`src/rtl/smc_pkg.sv`:
```
package smc_pkg;
    localparam int REG_W  = 8;
    localparam int CKS_W  = 4;
    localparam int MODE_W = 2;
    localparam int B_EN   = 7;
    localparam int B_HOLD = 6;
    localparam int B_MST  = 5;
    localparam int B_TRS  = 4;

    typedef struct packed {
        logic             en;
        logic             rx_hold;
        logic             mst;
        logic             trs;
        logic [CKS_W-1:0] cks;
    } ctl_t;

    typedef struct packed {
        ctl_t ctl;
        logic pend_v;
        logic pend_trs;
        logic rx_permit;
    } state_t;
endpackage

```
`src/rtl/smc_regs.sv`:
```
module smc_regs
    import smc_pkg::*;
(
    input  logic             clk,
    input  logic             rst_n,
    input  logic             reg_wr,
    input  logic [REG_W-1:0] reg_wdata,
    input  logic             rx_rd,
    input  logic             fmt_sync,
    input  logic             arb_lost,
    input  logic             frame_busy,
    input  logic             frame_done,
    output ctl_t             ctl,
    output logic             rx_permit
);
    state_t s_d, s_q;
    logic   trs_defer;
    logic   arb_clear;

    always_comb begin
        s_d       = s_q;
        trs_defer = frame_busy & ~frame_done;
        arb_clear = arb_lost & s_q.ctl.mst & ~fmt_sync;

        // reception gating: decided on current register contents
        s_d.rx_permit = rx_rd & s_q.ctl.en & ~s_q.ctl.trs & ~s_q.ctl.rx_hold;

        // apply a held transmit-select write once the frame ends
        if (frame_done && s_q.pend_v) begin
            s_d.ctl.trs = s_q.pend_trs;
            s_d.pend_v  = 1'b0;
        end

        if (reg_wr) begin
            s_d.ctl.en      = reg_wdata[B_EN];
            s_d.ctl.rx_hold = reg_wdata[B_HOLD];
            s_d.ctl.mst     = reg_wdata[B_MST];
            s_d.ctl.cks     = reg_wdata[CKS_W-1:0];
            if (trs_defer) begin
                s_d.pend_v   = 1'b1;
                s_d.pend_trs = reg_wdata[B_TRS];
            end else begin
                s_d.ctl.trs  = reg_wdata[B_TRS];
                s_d.pend_v   = 1'b0;
            end
        end

        // arbitration fallback has the last word
        if (arb_clear) begin
            s_d.ctl.mst = 1'b0;
            s_d.ctl.trs = 1'b0;
            s_d.pend_v  = 1'b0;
        end
    end

    always_ff @(posedge clk or negedge rst_n) begin
        if (!rst_n) s_q <= '0;
        else        s_q <= s_d;
    end

    assign ctl       = s_q.ctl;
    assign rx_permit = s_q.rx_permit;
endmodule

```
`src/rtl/smc_decode.sv`:
```
module smc_decode
    import smc_pkg::*;
(
    input  ctl_t              ctl,
    input  logic              fmt_sync,
    output logic [REG_W-1:0]  rdata,
    output logic [MODE_W-1:0] mode,
    output logic              pins_drive,
    output logic              clk_out_en,
    output logic [CKS_W-1:0]  clk_sel
);
    always_comb begin
        rdata      = ctl;
        mode       = {ctl.mst, ctl.trs};
        pins_drive = ctl.en;
        clk_out_en = ctl.en & ctl.mst & fmt_sync;
        clk_sel    = ctl.mst ? ctl.cks : '0;
    end
endmodule

```
`src/rtl/serial_mode_ctl.sv`:
```
module serial_mode_ctl
    import smc_pkg::*;
(
    input  logic              clk,
    input  logic              rst_n,
    input  logic              reg_wr,
    input  logic [REG_W-1:0]  reg_wdata,
    output logic [REG_W-1:0]  reg_rdata,
    input  logic              rx_rd,
    input  logic              fmt_sync,
    input  logic              arb_lost,
    input  logic              frame_busy,
    input  logic              frame_done,
    output logic [MODE_W-1:0] mode,
    output logic              pins_drive,
    output logic              clk_out_en,
    output logic [CKS_W-1:0]  clk_sel,
    output logic              rx_permit
);
    ctl_t ctl;

    smc_regs u_regs (
        .clk        (clk),
        .rst_n      (rst_n),
        .reg_wr     (reg_wr),
        .reg_wdata  (reg_wdata),
        .rx_rd      (rx_rd),
        .fmt_sync   (fmt_sync),
        .arb_lost   (arb_lost),
        .frame_busy (frame_busy),
        .frame_done (frame_done),
        .ctl        (ctl),
        .rx_permit  (rx_permit)
    );

    smc_decode u_decode (
        .ctl        (ctl),
        .fmt_sync   (fmt_sync),
        .rdata      (reg_rdata),
        .mode       (mode),
        .pins_drive (pins_drive),
        .clk_out_en (clk_out_en),
        .clk_sel    (clk_sel)
    );
endmodule

```
`config.mk`:
```
export PLATFORM = sky130hd
export DESIGN_NAME = serial_mode_ctl
export DESIGN_NICKNAME = d
export VERILOG_FILES = /design/src/rtl/smc_pkg.sv /design/src/rtl/smc_regs.sv /design/src/rtl/smc_decode.sv /design/src/rtl/serial_mode_ctl.sv
export SDC_FILE = /design/constraint.sdc
export NUM_CORES = 1
export LEC_CHECK = 0
export BUFFER_PORTS_ARGS = -buffer_cell sky130_fd_sc_hd__buf_4
export CAP_MARGIN = 20
export CORE_AREA = 2 2 42 44
export DETAILED_ROUTE_END_ITERATION = 8
export DIE_AREA = 0 0 44 46
export GPL_TIMING_DRIVEN = 0
export PLACE_DENSITY_LB_ADDON = 0.3
export SYNTH_ARGS = -nofsm -noshare
export SYNTH_HDL_FRONTEND = slang
export SYNTH_SLANG_ARGS = --single-unit
```
`constraint.sdc`:
```
create_clock -name clk -period 2.5 [get_ports clk]
set_clock_uncertainty 0.2 [all_clocks]
set_input_delay 0.625 -clock clk [delete_from_list [all_inputs] [get_ports clk]]
set_output_delay 0.625 -clock clk [all_outputs]
set_load 0.02 [all_outputs]
```
[Word level (Yosys, flattened, before mapping)]
Cells that the tools add are included.
Operators by class
  muxes and demuxes: 9
  bitwise logic cells: 12
  reductions and logical operators: 4
Operators with widths (number)
  bitwise AND 1 bit: 8
  2-to-1 mux 8 bit: 1
  2-to-1 mux 1 bit: 6
  2-to-1 mux 4 bit: 1
  inverter 1 bit: 4
  nonzero test 3 bit: 1
  2-to-1 mux 2 bit: 1
  AND reduction 2 bit: 1
  nonzero test 2 bit: 1
  logical AND 1 bit: 1
Storage, ports and cells
  register bits: 11
  input bits: 16

[Depth between registers and ports, before layout]
Gate-level depths: netlist of the first run.
  word-level depth: 5
  depth in mapped cells: 3
  gate-level depth less buffers: 3

[Cells and area by module]
A second synthesis of the first run with hierarchy kept.
Unflattened totals
  cell total of the unflattened synthesis: 58
  area, all modules: 653.1 sq um
Modules (own cells, without submodules)
  smc_regs: instances 1, cells an instance 42, area each 534.3 sq um, sequential area each 275.3 sq um
  smc_decode: instances 1, cells an instance 16, area each 118.9 sq um, sequential area each 0.0 sq um

[Worst setup path after synthesis of the first run]
Ideal clock, no wire load.
  path type: input -> output
  start point: in fmt_sync
  end point: out clk_out_en
  arrival: 871 ps
  setup slack: 804 ps
  cell stages on the path: 1
  cells stage by stage: and3_1
On the way
  cells in the longest elaborated chain, start to end: 1
RTL lines
  start, declared: RTL line serial_mode_ctl.sv:10  | input logic fmt_sync,
  bitwise AND 1 bit: RTL line smc_decode.sv:16  | clk_out_en = ctl.en & ctl.mst & fmt_sync;
  end, declared: RTL line serial_mode_ctl.sv:16  | output logic clk_out_en,
No other way between the ends.

[Final worst setup path of the first run]
  start point: reg u_regs.s_q, in the netlist u_regs.ctl[5]
  end point: out clk_out_en
On the way
  cells in the longest elaborated chain, start to end: 2
RTL lines
  start, declared: RTL line smc_regs.sv:16  | state_t s_d, s_q;
  start signal, assigned: RTL line smc_regs.sv:57  | if (!rst_n) s_q <= '0;
  start signal, assigned: RTL line smc_regs.sv:58  | else s_q <= s_d;
  bitwise AND 1 bit (2 in series): RTL line smc_decode.sv:16
No other way between the ends.

==> results of run 1 <==
==> worst reg2reg max path, cell delays in order, from the launching register on <==
cell and delay (ns):
dfrtp_1 0.47, nand2_1 0.08, nor2_1 0.22, nor2_1 0.08
==> flip-flops by register name (all words and copies together) (netlist names) <==
| name | count |
|---|---|
| u_regs.rx_permit | 1 |
| u_regs.s_q | 2 |
| u_regs.ctl | 8 |
==> stage by stage <==
step / instances / setup WS, ns
final: 103 / 0.620
after global routing: 103 / 0.534
after CTS: 103 / 0.597
after detailed placement: 98 / 0.642
after global placement: 98 / 0.641
after floorplan: 49 / 0.804
==> worst paths after layout <==
path	slack (ns)	cells past startpoint	to	from
worst max-delay path	0.62	2	clk_out_en	u_regs.ctl[5]$_DFFE_PN0P_
worst min-delay path	0.26	1	u_regs.rx_permit$_DFF_PN0_	u_regs.ctl[6]$_DFFE_PN0P_
worst max register to register	1.33	3	u_regs.ctl[5]$_DFFE_PN0P_	u_regs.ctl[5]$_DFFE_PN0P_
worst min register to register	0.26	1	u_regs.rx_permit$_DFF_PN0_	u_regs.ctl[6]$_DFFE_PN0P_
max in group asynchronous	1.43	2	u_regs.ctl[1]$_DFFE_PN0P_	rst_n
min in group asynchronous	0.52	2	u_regs.ctl[0]$_DFFE_PN0P_	rst_n
==> cells by family (layout without fill, tap and decap cells) <==
kind of cell | Yosys count | in the layout | share of synthesized area
flip-flops | 11 | 11 | 0.474
multiplexers | 10 | 10 | 0.194
buffers and inverters | 11 | 48 | 0.149
AND/OR/NAND/NOR | 16 | 16 | 0.162
AO/OA/AOI/OAI | 1 | 1 | 0.0215
==> placed cells by master, fill, tap and decap left out <==
cell type,instances
mux2_1,2
clkbuf_4,3
buf_4,42
nand2_1,3
nand2b_1,1
mux2_4,1
clkbuf_1,1
dfrtp_1,11
buf_6,1
and2_1,4
and3_1,1
mux2i_1,3
dlygate4sd3_1,1
nor2_1,2
nor3_1,2
nand2_2,1
mux2_2,4
nor2b_4,1
a211oi_2,1
nor3b_1,1
==> per-layer routing <==
metal / part of all wire / up-vias
met2: 0.50 / 21
met4: 0.030 / 0
met1: 0.36 / 212
met5: 0 / -
li1: - / 230
met3: 0.11 / 5
==> power breakdown <==
group,leakage [nW],internal (W),switching (W)
Combinational,0.313,0.0000998,0.0000753
Clock,0.0150,0.0000618,0.0000572
Sequential,0.133,0.000197,0.0000175
==> layout make-up <==
| class | instances | area (um2) |
|---|---|---|
| multi-input combinational | 27 | 219 |
| sequential | 11 | 275 |
| tap | 17 | 21.3 |
| fill | 153 | 736 |
| buffer | 11 | 86.3 |
| timing repair buffer | 33 | 250 |
| clock buffer | 4 | 26.3 |
==> impl_results.md, run 1 <==
- Cell area after layout: about 880 um2
- Root Buffer: clkbuf_4
- Share of layout cells above drive strength 1: 0.628
- Post CTS Setup Buffer Count: 0
- LEAKAGE: roughly 0.46 nW
- Hold Crit Class: reg -> reg
- Async S/R FF share, synth: 1.00
- Die Ht: 46 um
- WP data required: 1.67 ns
- Ant diodes: 0
- Total Power: slightly above 0.0005 W
- # setup viols final: 0
- Hold-fix buffers at CTS: 1
- Synth Net Count: 65
- Number of placed I/O pins: 33
- DR vias/cell: between 4 and 5
- Slew HR: 0.825
- Crit end category: output port
- GRT Resource Usage Total: 0.140
- Fin Hold WS: ~0.26 ns
- Measured slew at the worst slew-check pin: approximately 0.26 ns
- Mean Syn Cell Area: roughly 12 um2
- Worst-path fanout max: 9
- Kind of critical path: reg -> out
- Nets: approximately 100
- Final setup TNS: 0 ns
- First-pass GRT wire length: approximately 1.9 mm
- Dominant cell type by area after synthesis: dfrtp_1
- Synthesized flop and latch total: 11
- Commonest cells post-synth: 11 x dfrtp_1, 10 x buf_4, 4 x and2_1, 4 x mux2_2
- Max Slew Vio Count: 0
- ANT nets after route: 0
- Vias in the first global route: ~440
- Via count: around 470
- Mapped Cells: between 40 and 50
- Drt total wl: 1.18 mm
- Area Growth Syn to Fin: 51.3%
- Dpl cell area: about 840 um2
- Final core occ: 0.544
- Initial antenna violation count: 0
- Crit path buf inv count: 1
- Initial core utilization: 0.360
- CTS clk-pin slew, worst paths: about 0.070 ns
- Register area share after synthesis: 0.474
- Placer Congestion: a little under 0.7
- Predominant post-synthesis flop cell: dfrtp_1
- Worst vdd ir: between 0.2 and 0.3 mV
- Pwr Density: 579 nW/um2
- F_max: about 0.53 GHz
- CP Launch Type: flip-flop
- RSZ-0062 raised after global routing: false
- Cell Area, Synth: just under 600 um2
- Fin. Hold Viols: 0
- CTS tree: yes
- Worst-path cell chain: and3_1 -> buf_4
- Die X: around 44 um
- Number of remaining DRC errors: 0
- Clk_lat worst skew: 0.27 ns
- Top cell type's share of synthesized area: 0.474
- Post-synth EDFFs: 0
- Met3 usage: 0.0714
- CTS H-tree lvls: 1
- Pin count of the biggest net entering global routing: 12
- Resized cells post-CTS: 0
- YS warnings: 0
- Slowest CP cell: dfrtp_1
- Number of CTS-inserted buffers: 3
- Max_cap viols: 0
- Grt ovf: 0
- DIE AREA: ~2000 um2
- Core Rows: 15
- Global routing's busiest layer: met2
- Top delay family on crit path: flip-flops
- Status: completed
- Slowest stage delay, CP: 0.47 ns
- GR Layer Usage met1: 0.141
- WL/cell: 11.4 um
- Tcrit/Tclk final: 0.752
- # port buffers: 32
- Worst EP arrival: 1.05 ns
- Drt first-iter violations: 0
- Met2 Use GR: 0.226
- CTS max path bufs: 2
- Clock sink count: 11
- Area contributors post-synth: dfrtp_1 47%, buf_4 13%, mux2_2 7.8%
- Distinct cells, synth: 17
- Core area: approximately 1600 um2
- TritonRoute pass-1 iters: 1
- Fin crit period: about 1.9 ns
- Top-count cell post-synth: dfrtp_1
No activity file was read; power rests on OpenSTA's default activity.
==> run 2, diff against run 1 <==
--- a/config.mk
+++ b/config.mk
@@ -5,11 +5,12 @@
 export SDC_FILE = /design/constraint.sdc
 export NUM_CORES = 1
 export LEC_CHECK = 0
+export ABC_AREA = 1
 export BUFFER_PORTS_ARGS = -buffer_cell sky130_fd_sc_hd__buf_4
 export CAP_MARGIN = 20
-export CORE_AREA = 2 2 42 44
+export CORE_AREA = 2 2 43 45
 export DETAILED_ROUTE_END_ITERATION = 8
-export DIE_AREA = 0 0 44 46
+export DIE_AREA = 0 0 45 47
 export GPL_TIMING_DRIVEN = 0
 export PLACE_DENSITY_LB_ADDON = 0.3
 export SYNTH_ARGS = -nofsm -noshare
==> constraint.sdc (replaced) <==
create_clock -name clk -period 1.5 [get_ports clk]
set_clock_uncertainty 0.2 [all_clocks]
set_input_delay 0.375 -clock clk [delete_from_list [all_inputs] [get_ports clk]]
set_output_delay 0.375 -clock clk [all_outputs]
set_load 0.02 [all_outputs]
==> impl_results.md, run 2 <==
- Max Slew Vio Count: 0 (unchanged)
- Commonest non-fill, non-tap cell in the layout: nand2_1 (was buf_4)
- Post-synthesis xor/xnor area fraction: 0 (unchanged)
- Initial antenna violation count: 0 (unchanged)
- Vias in the first global route: 560 (was 444)
- Ant diodes: 0 (unchanged)
- Final worst setup slack: -0.133 ns (was 0.620 ns)
- CTS max path bufs: 2 (unchanged)
- Dpl cell area: 856 um2 (was 842 um2)
- Async S/R FF share, synth: 1.00 (unchanged)
- Clk_lat worst skew: 0.27 ns (about the same)
- Core area: 1650 um2 (was 1610 um2)
- Worst EP arrival: 1.06 ns (was 1.05 ns)
- Post-synth EDFFs: 0 (unchanged)
- Adder-cell share of the synthesized area: 0 (unchanged)
- Distinct cells, synth: 13 (was 17)
- Area contributors post-synth: dfrtp_1 47%, nand2_1 18%, buf_4 13% (was dfrtp_1 47%, buf_4 13%, mux2_2 7.8%)
- Commonest cells post-synth: 29 x nand2_1, 11 x dfrtp_1, 11 x inv_1, 10 x buf_4, 4 x nand3_1 (was 11 x dfrtp_1, 10 x buf_4, 4 x and2_1, 4 x mux2_2)
- Predominant post-synthesis flop cell: dfrtp_1 (unchanged)
- Dominant cell type by area after synthesis: dfrtp_1 (unchanged)
- DIE AREA: 2120 um2 (was 2020 um2)
- YS warnings: 0 (unchanged)
- Hold Crit Class: in -> reg (was reg -> reg)
- WL/cell: 10.1 um (was 11.4 um)
- CTS tree: yes (unchanged)
- # setup viols final: 12 (was 0)
- CP Launch Type: flip-flop (unchanged)
- Max_cap viols: 0 (unchanged)
- Die Ht: 47 um (was 46 um)
- Slew HR: 0.858 (was 0.825)
- CTS H-tree lvls: 1 (unchanged)
- Tcrit/Tclk final: 1.09
- DR vias/cell: 4.40 (was 4.54)
- GRT Resource Usage Total: 0.152 (was 0.140)
- Kind of critical path: reg -> out (unchanged)
- Cell Area, Synth: 589 um2 (was 581 um2)
- LEAKAGE: 0.608 nW (was 0.461 nW)
- Crit end category: output port (unchanged)
- Clock share of power: 0.231 (was 0.234)
- Measured slew at the worst slew-check pin: 0.213 ns (was 0.261 ns)
- Fin crit period: 1.63 ns
- Max reg flops: 8 (unchanged)
- Top-count cell post-synth: nand2_1 (was dfrtp_1)
- Clock sink count: 11 (unchanged)
- Sw frac: 0.307 (was 0.295)
- ANT nets after route: 0 (unchanged)
- Synth Area in Compound Gates: 0.0446 (was 0.0216)
- Register area share after synthesis: 0.467 (was 0.474)
- Via count: 611 (was 468)
- TritonRoute pass-1 iters: 6 (was 1)
- Mapped Cells: 77 (was 49)
- Post-synthesis mux area share: 0 (was 0.194)
- Synthesized flop and latch total: 11 (unchanged)
- Comb pwr share: 0.379 (was 0.344)
- Core Rows: 15 (unchanged)
- Drt total wl: 1.41 mm (was 1.18 mm)
- F_max: about 0.61 GHz
- Crit path buf inv count: 2 (was 1)
- Number of CTS-inserted buffers: 3 (unchanged)
- Slowest CP cell: dfrtp_2 (was dfrtp_1)
- Synth Net Count: 93 (was 65)
- Area Growth Syn to Fin: 77.1% (was 51.3%)
- Psw: 0.000279 W (was 0.000150 W)
- Pwr Density: 870 nW/um2 (was 579 nW/um2)
- Worst-path fanout max: 8 (was 9)
- Top cell type's share of synthesized area: 0.467 (was 0.474)
- Drt first-iter violations: 24 (was 0)
- RSZ-0062 raised after global routing: true (was false)
- Status: complete, but fails checks (was completed)
- Power Internal: 0.000629 W (was 0.000359 W)
- Mean Syn Cell Area: 7.65 um2 (was 11.8 um2)
- Top delay family on crit path: flip-flops (unchanged)
- Die X: 45 um (was 44 um)
- Simple-Gate Fraction of Synth Area: 0.265 (was 0.162)
- Pin count of the biggest net entering global routing: 12 (unchanged)
- Commonest cells after routing, fill and taps aside: 29 x nand2_1, 26 x buf_4, 25 x buf_6, 10 x inv_1, 10 x dfrtp_1 (was 42 x buf_4, 11 x dfrtp_1, 4 x and2_1, 4 x mux2_2)
- Fin. Hold Viols: 0 (unchanged)
- Worst-path cell chain: inv_2 -> nor3_2 -> buf_4 (was and3_1 -> buf_4)
- WP data required: 0.92 ns (was 1.67 ns)
- Nets: 139 (was 103)
- Largest family of logic cells by synthesized area: simple AND/OR/NAND/NOR gates (was multiplexers)
- Flop pwr share: 0.389 (was 0.422)
- Number of remaining DRC errors: 0 (unchanged)
- FILL cells: 135 (was 153)
- Cell area after layout: 1040 um2 (was 878 um2)
- Dpl ws: 0.0418 ns (was 0.642 ns)
- CTS clk-pin slew, worst paths: 0.08 ns (was 0.07 ns)
- Violated checks: negative setup slack
- Slowest stage delay, CP: 0.47 ns (about the same)
- Grt ovf: 0 (unchanged)
- Root Buffer: clkbuf_4 (unchanged)
- First-pass GRT wire length: 2.28 mm (was 1.90 mm)
- Final HPWL DP: approximately 990 um
- Share of layout cells above drive strength 1: 0.492 (was 0.628)
- Worst vdd ir: 0.616 mV (was 0.294 mV)
- Total Power: 0.000907 W (was 0.000509 W)
- Number of placed I/O pins: 33 (unchanged)
- # port buffers: 32 (unchanged)
- Initial core utilization: 0.357 (was 0.360)
- Placer Congestion: 0.821 (was 0.678)
run 2: final timing paths:
| path | endpoint | slack [ns] | cells past startpoint | from |
|---|---|---|---|---|
| max reg2reg | u_regs.ctl[5]$_DFFE_PN0P_ | 0.39 | 5 | u_regs.ctl[5]$_DFFE_PN0P_ |
| max in group asynchronous | u_regs.ctl[5]$_DFFE_PN0P_ | 0.67 | 2 | rst_n |
| min reg2reg | u_regs.s_q[1]$_DFFE_PN0P_ | 0.30 | 2 | u_regs.s_q[1]$_DFFE_PN0P_ |
| max | clk_out_en | -0.13 | 3 | u_regs.ctl[5]$_DFFE_PN0P_ |
| min | u_regs.ctl[2]$_DFFE_PN0P_ | 0.1 | 3 | reg_wdata[2] |
| min in group asynchronous | u_regs.ctl[3]$_DFFE_PN0P_ | 0.26 | 2 | rst_n |
run 2: worst reg2reg max path, cell delays in order, from the launching register on:
cell and delay (ns):
dfrtp_2 0.47, inv_2 0.06, buf_4 0.13, o21ai_2 0.09, nand2_1 0.05, inv_1 0.04
run 2: power groups by stage:
stage,Clock [W],Combinational [W],Sequential [W]
5_1_grt,0.000231,0.000371,0.000356
4_1_cts,0.000216,0.000323,0.000352
3_3_place_gp,0,0.000258,0.000355
3_5_place_dp,0,0.000261,0.000357
6_report,0.000210,0.000344,0.000353
2_1_floorplan,0,0.000147,0.000355
run 2: final cells by class:
| class | count | area (um2) | area share |
|---|---|---|---|
| inverter | 12 | 45.0 | 0.0432 |
| multi-input combinational | 43 | 188 | 0.180 |
| clock buffer | 4 | 26.3 | 0.0252 |
| tap | 17 | 21.3 | 0.0204 |
| buffer | 11 | 116 | 0.112 |
| timing repair buffer | 41 | 370 | 0.355 |
| sequential | 11 | 277 | 0.265 |
run 2: cell families (layout without fill, tap and decap cells):
logic type,Yosys count,count (layout)
DFF,11,11
AOI/OAI and AO/OA,4,4
buffers and inverters,23,68
and+or+nand+nor,39,39
run 2: repair_timing:
| item | CTS | global route |
|---|---|---|
| pin swaps | 3 | 2 |
| setup buffers | 5 | 3 |
| endpoints found under the hold margin | 11 | 0 |
| endpoints found under the setup margin | 15 | 16 |
| gates resized for setup | 19 | 7 |
| hold buffers | 1 | 0 |
run 2: per-layer routing:
layer / track usage / vias up / part of all wire
met2: 0.274 / 22 / 0.54
met4: 0.0882 / 0 / 0.014
met1: 0.176 / 271 / 0.40
li1: - / 314 / -
met3: 0.0154 / 4 / 0.052
met5: 0 / - / 0
run 2: through the flow:
stage	setup TNS (ns)	util	hold WS [ns]	cells
finish	-0.758	0.632	0.0987	139
global route	-1.23	0.632	0.103	139
CTS	-0.688	0.605	0.0978	136
global placement	0	0.518	0.0165	126
floorplan	0	-	-0.121	77
detailed placement	0	0.518	0.0158	126
==> run 3, diff against run 2 <==
--- a/config.mk
+++ b/config.mk
@@ -6,13 +6,13 @@
 export NUM_CORES = 1
 export LEC_CHECK = 0
 export ABC_AREA = 1
-export BUFFER_PORTS_ARGS = -buffer_cell sky130_fd_sc_hd__buf_4
 export CAP_MARGIN = 20
-export CORE_AREA = 2 2 43 45
+export CORE_AREA = 2 2 42 44
 export DETAILED_ROUTE_END_ITERATION = 8
-export DIE_AREA = 0 0 45 47
+export DIE_AREA = 0 0 44 46
+export DONT_BUFFER_PORTS = 1
 export GPL_TIMING_DRIVEN = 0
-export PLACE_DENSITY_LB_ADDON = 0.3
+export SLEW_MARGIN = 20
 export SYNTH_ARGS = -nofsm -noshare
 export SYNTH_HDL_FRONTEND = slang
 export SYNTH_SLANG_ARGS = --single-unit
==> impl_results.md, run 3 (synthesized netlist as in run 2, its figures left out) <==
- Status: complete, but fails checks (unchanged)
- Violated checks: negative setup slack (unchanged)
- Kind of critical path: reg -> out (unchanged)
- ANT nets after route: 0 (unchanged)
- Max reg flops: 8 (unchanged)
- Initial core utilization: 0.365 (was 0.357)
- Commonest non-fill, non-tap cell in the layout: nand2_1 (unchanged)
- Drt total wl: 1.18 mm (was 1.41 mm)
- F_max: 0.619 GHz (was 0.612 GHz)
- Via count: 460 (was 611)
- Fin crit period: 1.61 ns (was 1.63 ns)
- CTS tree: yes (unchanged)
- # port buffers: 0 (was 32)
- Global routing's busiest layer: met2 (unchanged)
- Clock sink count: 11 (unchanged)
- Slew HR: 0.680 (was 0.858)
- Pwr Density: 1050 nW/um2 (was 870 nW/um2)
- Number of placed I/O pins: 33 (unchanged)
- Grt ovf: 0 (unchanged)
- Clk_lat worst skew: 0.27 ns (about the same)
- Core area: 1610 um2 (was 1650 um2)
- LEAKAGE: 0.425 nW (was 0.608 nW)
- Worst vdd ir: 0.382 mV (was 0.616 mV)
- WL/cell: 11.6 um (was 10.1 um)
- Pin count of the biggest net entering global routing: 12 (unchanged)
- Vias in the first global route: 410 (was 560)
- Crit end category: output port (unchanged)
- Root Buffer: clkbuf_4 (unchanged)
- Cell count after placement: 94 (was 126)
- Initial antenna violation count: 0 (unchanged)
- Max_cap viols: 0 (unchanged)
- First-pass GRT wire length: 1.78 mm (was 2.28 mm)
- Max Slew Vio Count: 0 (unchanged)
- Worst-path fanout max: 3 (was 8)
- Worst EP arrival: 1.04 ns (was 1.06 ns)
- Core Rows: 15 (unchanged)
- TritonRoute pass-1 iters: 3 (was 6)
- Commonest cells after routing, fill and taps aside: 25 x nand2_1, 9 x dfrtp_1, 8 x buf_4, 6 x inv_1, 5 x buf_6 (was 29 x nand2_1, 26 x buf_4, 25 x buf_6, 10 x inv_1, 10 x dfrtp_1)
- Fin. Hold Viols: 0 (unchanged)
- DIE AREA: 2020 um2 (was 2120 um2)
- CTS max path bufs: 2 (unchanged)
- Number of CTS-inserted buffers: 3 (unchanged)
- Ant diodes: 0 (unchanged)
- Final HPWL DP: 830 um (was 991 um)
- Met2 Use GR: 0.197 (was 0.274)
- Die X: 44 um (was 45 um)
- Drt first-iter violations: 9 (was 24)
- Hold Crit Class: in -> reg (unchanged)
- Nets: 101 (was 139)
- Number of remaining DRC errors: 0 (unchanged)
- Met3 usage: 0.0397 (was 0.0154)
- Placer Congestion: 0.724 (was 0.821)
- DR vias/cell: 4.55 (was 4.40)
- CP Launch Type: flip-flop (unchanged)
- GRT Resource Usage Total: 0.128 (was 0.152)
- # setup viols final: 8 (was 12)
- Die Ht: 46 um (was 47 um)
- CTS H-tree lvls: 1 (unchanged)
- Area Growth Syn to Fin: 24.2% (was 77.1%)
- GR Layer Usage met1: 0.144 (was 0.176)
- Fin Hold WS: 0.0150 ns (was 0.0987 ns)
- Final worst setup slack: -0.115 ns (was -0.133 ns)
- Final Instance Count excl. Fillers: 101 (was 139)
- CTS clk-pin slew, worst paths: 0.07 ns (was 0.08 ns)
- Measured slew at the worst slew-check pin: 0.478 ns (was 0.213 ns)
- Tcrit/Tclk final: 1.08 (was 1.09)
- WP data required: 0.92 ns (about the same)
- RSZ-0062 raised after global routing: true (unchanged)
- Share of layout cells above drive strength 1: 0.381 (was 0.492)
run 3: power breakdown:
group          internal, W  switching [W]
Clock            0.0000987       0.000102
Sequential        0.000326      0.0000344
Combinational    0.0000840       0.000122
run 3: final cells by class:
type	count	area [um2]
plain buffers	11	93.8
clock buffers	3	22.5
clock inverters	1	5.00
fillers	165	882
inverters	12	55.1
multi-input cells	43	224
flip-flops and latches	11	278
well taps	17	21.3
repair buffers	3	32.5
run 3: path summary, 6_finish.rpt:
kind	start	to	slack, ns	depth (start not counted)
worst max-delay path	u_regs.ctl[5]$_DFFE_PN0P_	clk_out_en	-0.11	2
worst min-delay path	reg_wdata[1]	u_regs.ctl[1]$_DFFE_PN0P_	0.01	2
worst max register to register	u_regs.ctl[5]$_DFFE_PN0P_	u_regs.ctl[4]$_DFF_PN0_	0.36	4
worst min register to register	u_regs.ctl[6]$_DFFE_PN0P_	u_regs.rx_permit$_DFF_PN0_	0.26	1
max in group asynchronous	rst_n	u_regs.ctl[7]$_DFFE_PN0P_	0.46	1
min in group asynchronous	rst_n	u_regs.s_q[2]$_DFFE_PN0P_	0.29	1
run 3: per-layer routing:
| layer | vias up | wire [um] |
|---|---|---|
| met2 | 16 | 605 |
| met1 | 203 | 457 |
| met5 | - | 0 |
| met3 | 2 | 94 |
| li1 | 239 | - |
| met4 | 0 | 17 |
run 3: timing repair:
| action | 4_1_cts | 5_1_grt |
|---|---|---|
| endpoints found under the setup margin | 8 | 8 |
| hold buffers | 1 | 0 |
| setup buffers | 2 | 0 |
| resized for setup | 24 | 0 |
| endpoints found under the hold margin | 11 | 0 |
run 3: critical path: stages (launching register included):
cell,delay [ns]
dfrtp_2,0.41
inv_2,0.07
nor3_4,0.29
run 3: metrics by stage:
stage	utilization	setup TNS (ns)	worst slack, ns	area, um2	total power [W]
2_1_floorplan	-	0	0.0885	594	0.000502
3_3_place_gp	0.381	-0.0160	-0.0160	616	0.000519
3_5_place_dp	0.381	-0.0271	-0.0271	616	0.000521
4_1_cts	0.453	-0.358	-0.117	732	0.000773
5_1_grt	0.453	-0.638	-0.148	732	0.000815
6_report	0.453	-0.365	-0.115	732	0.000766
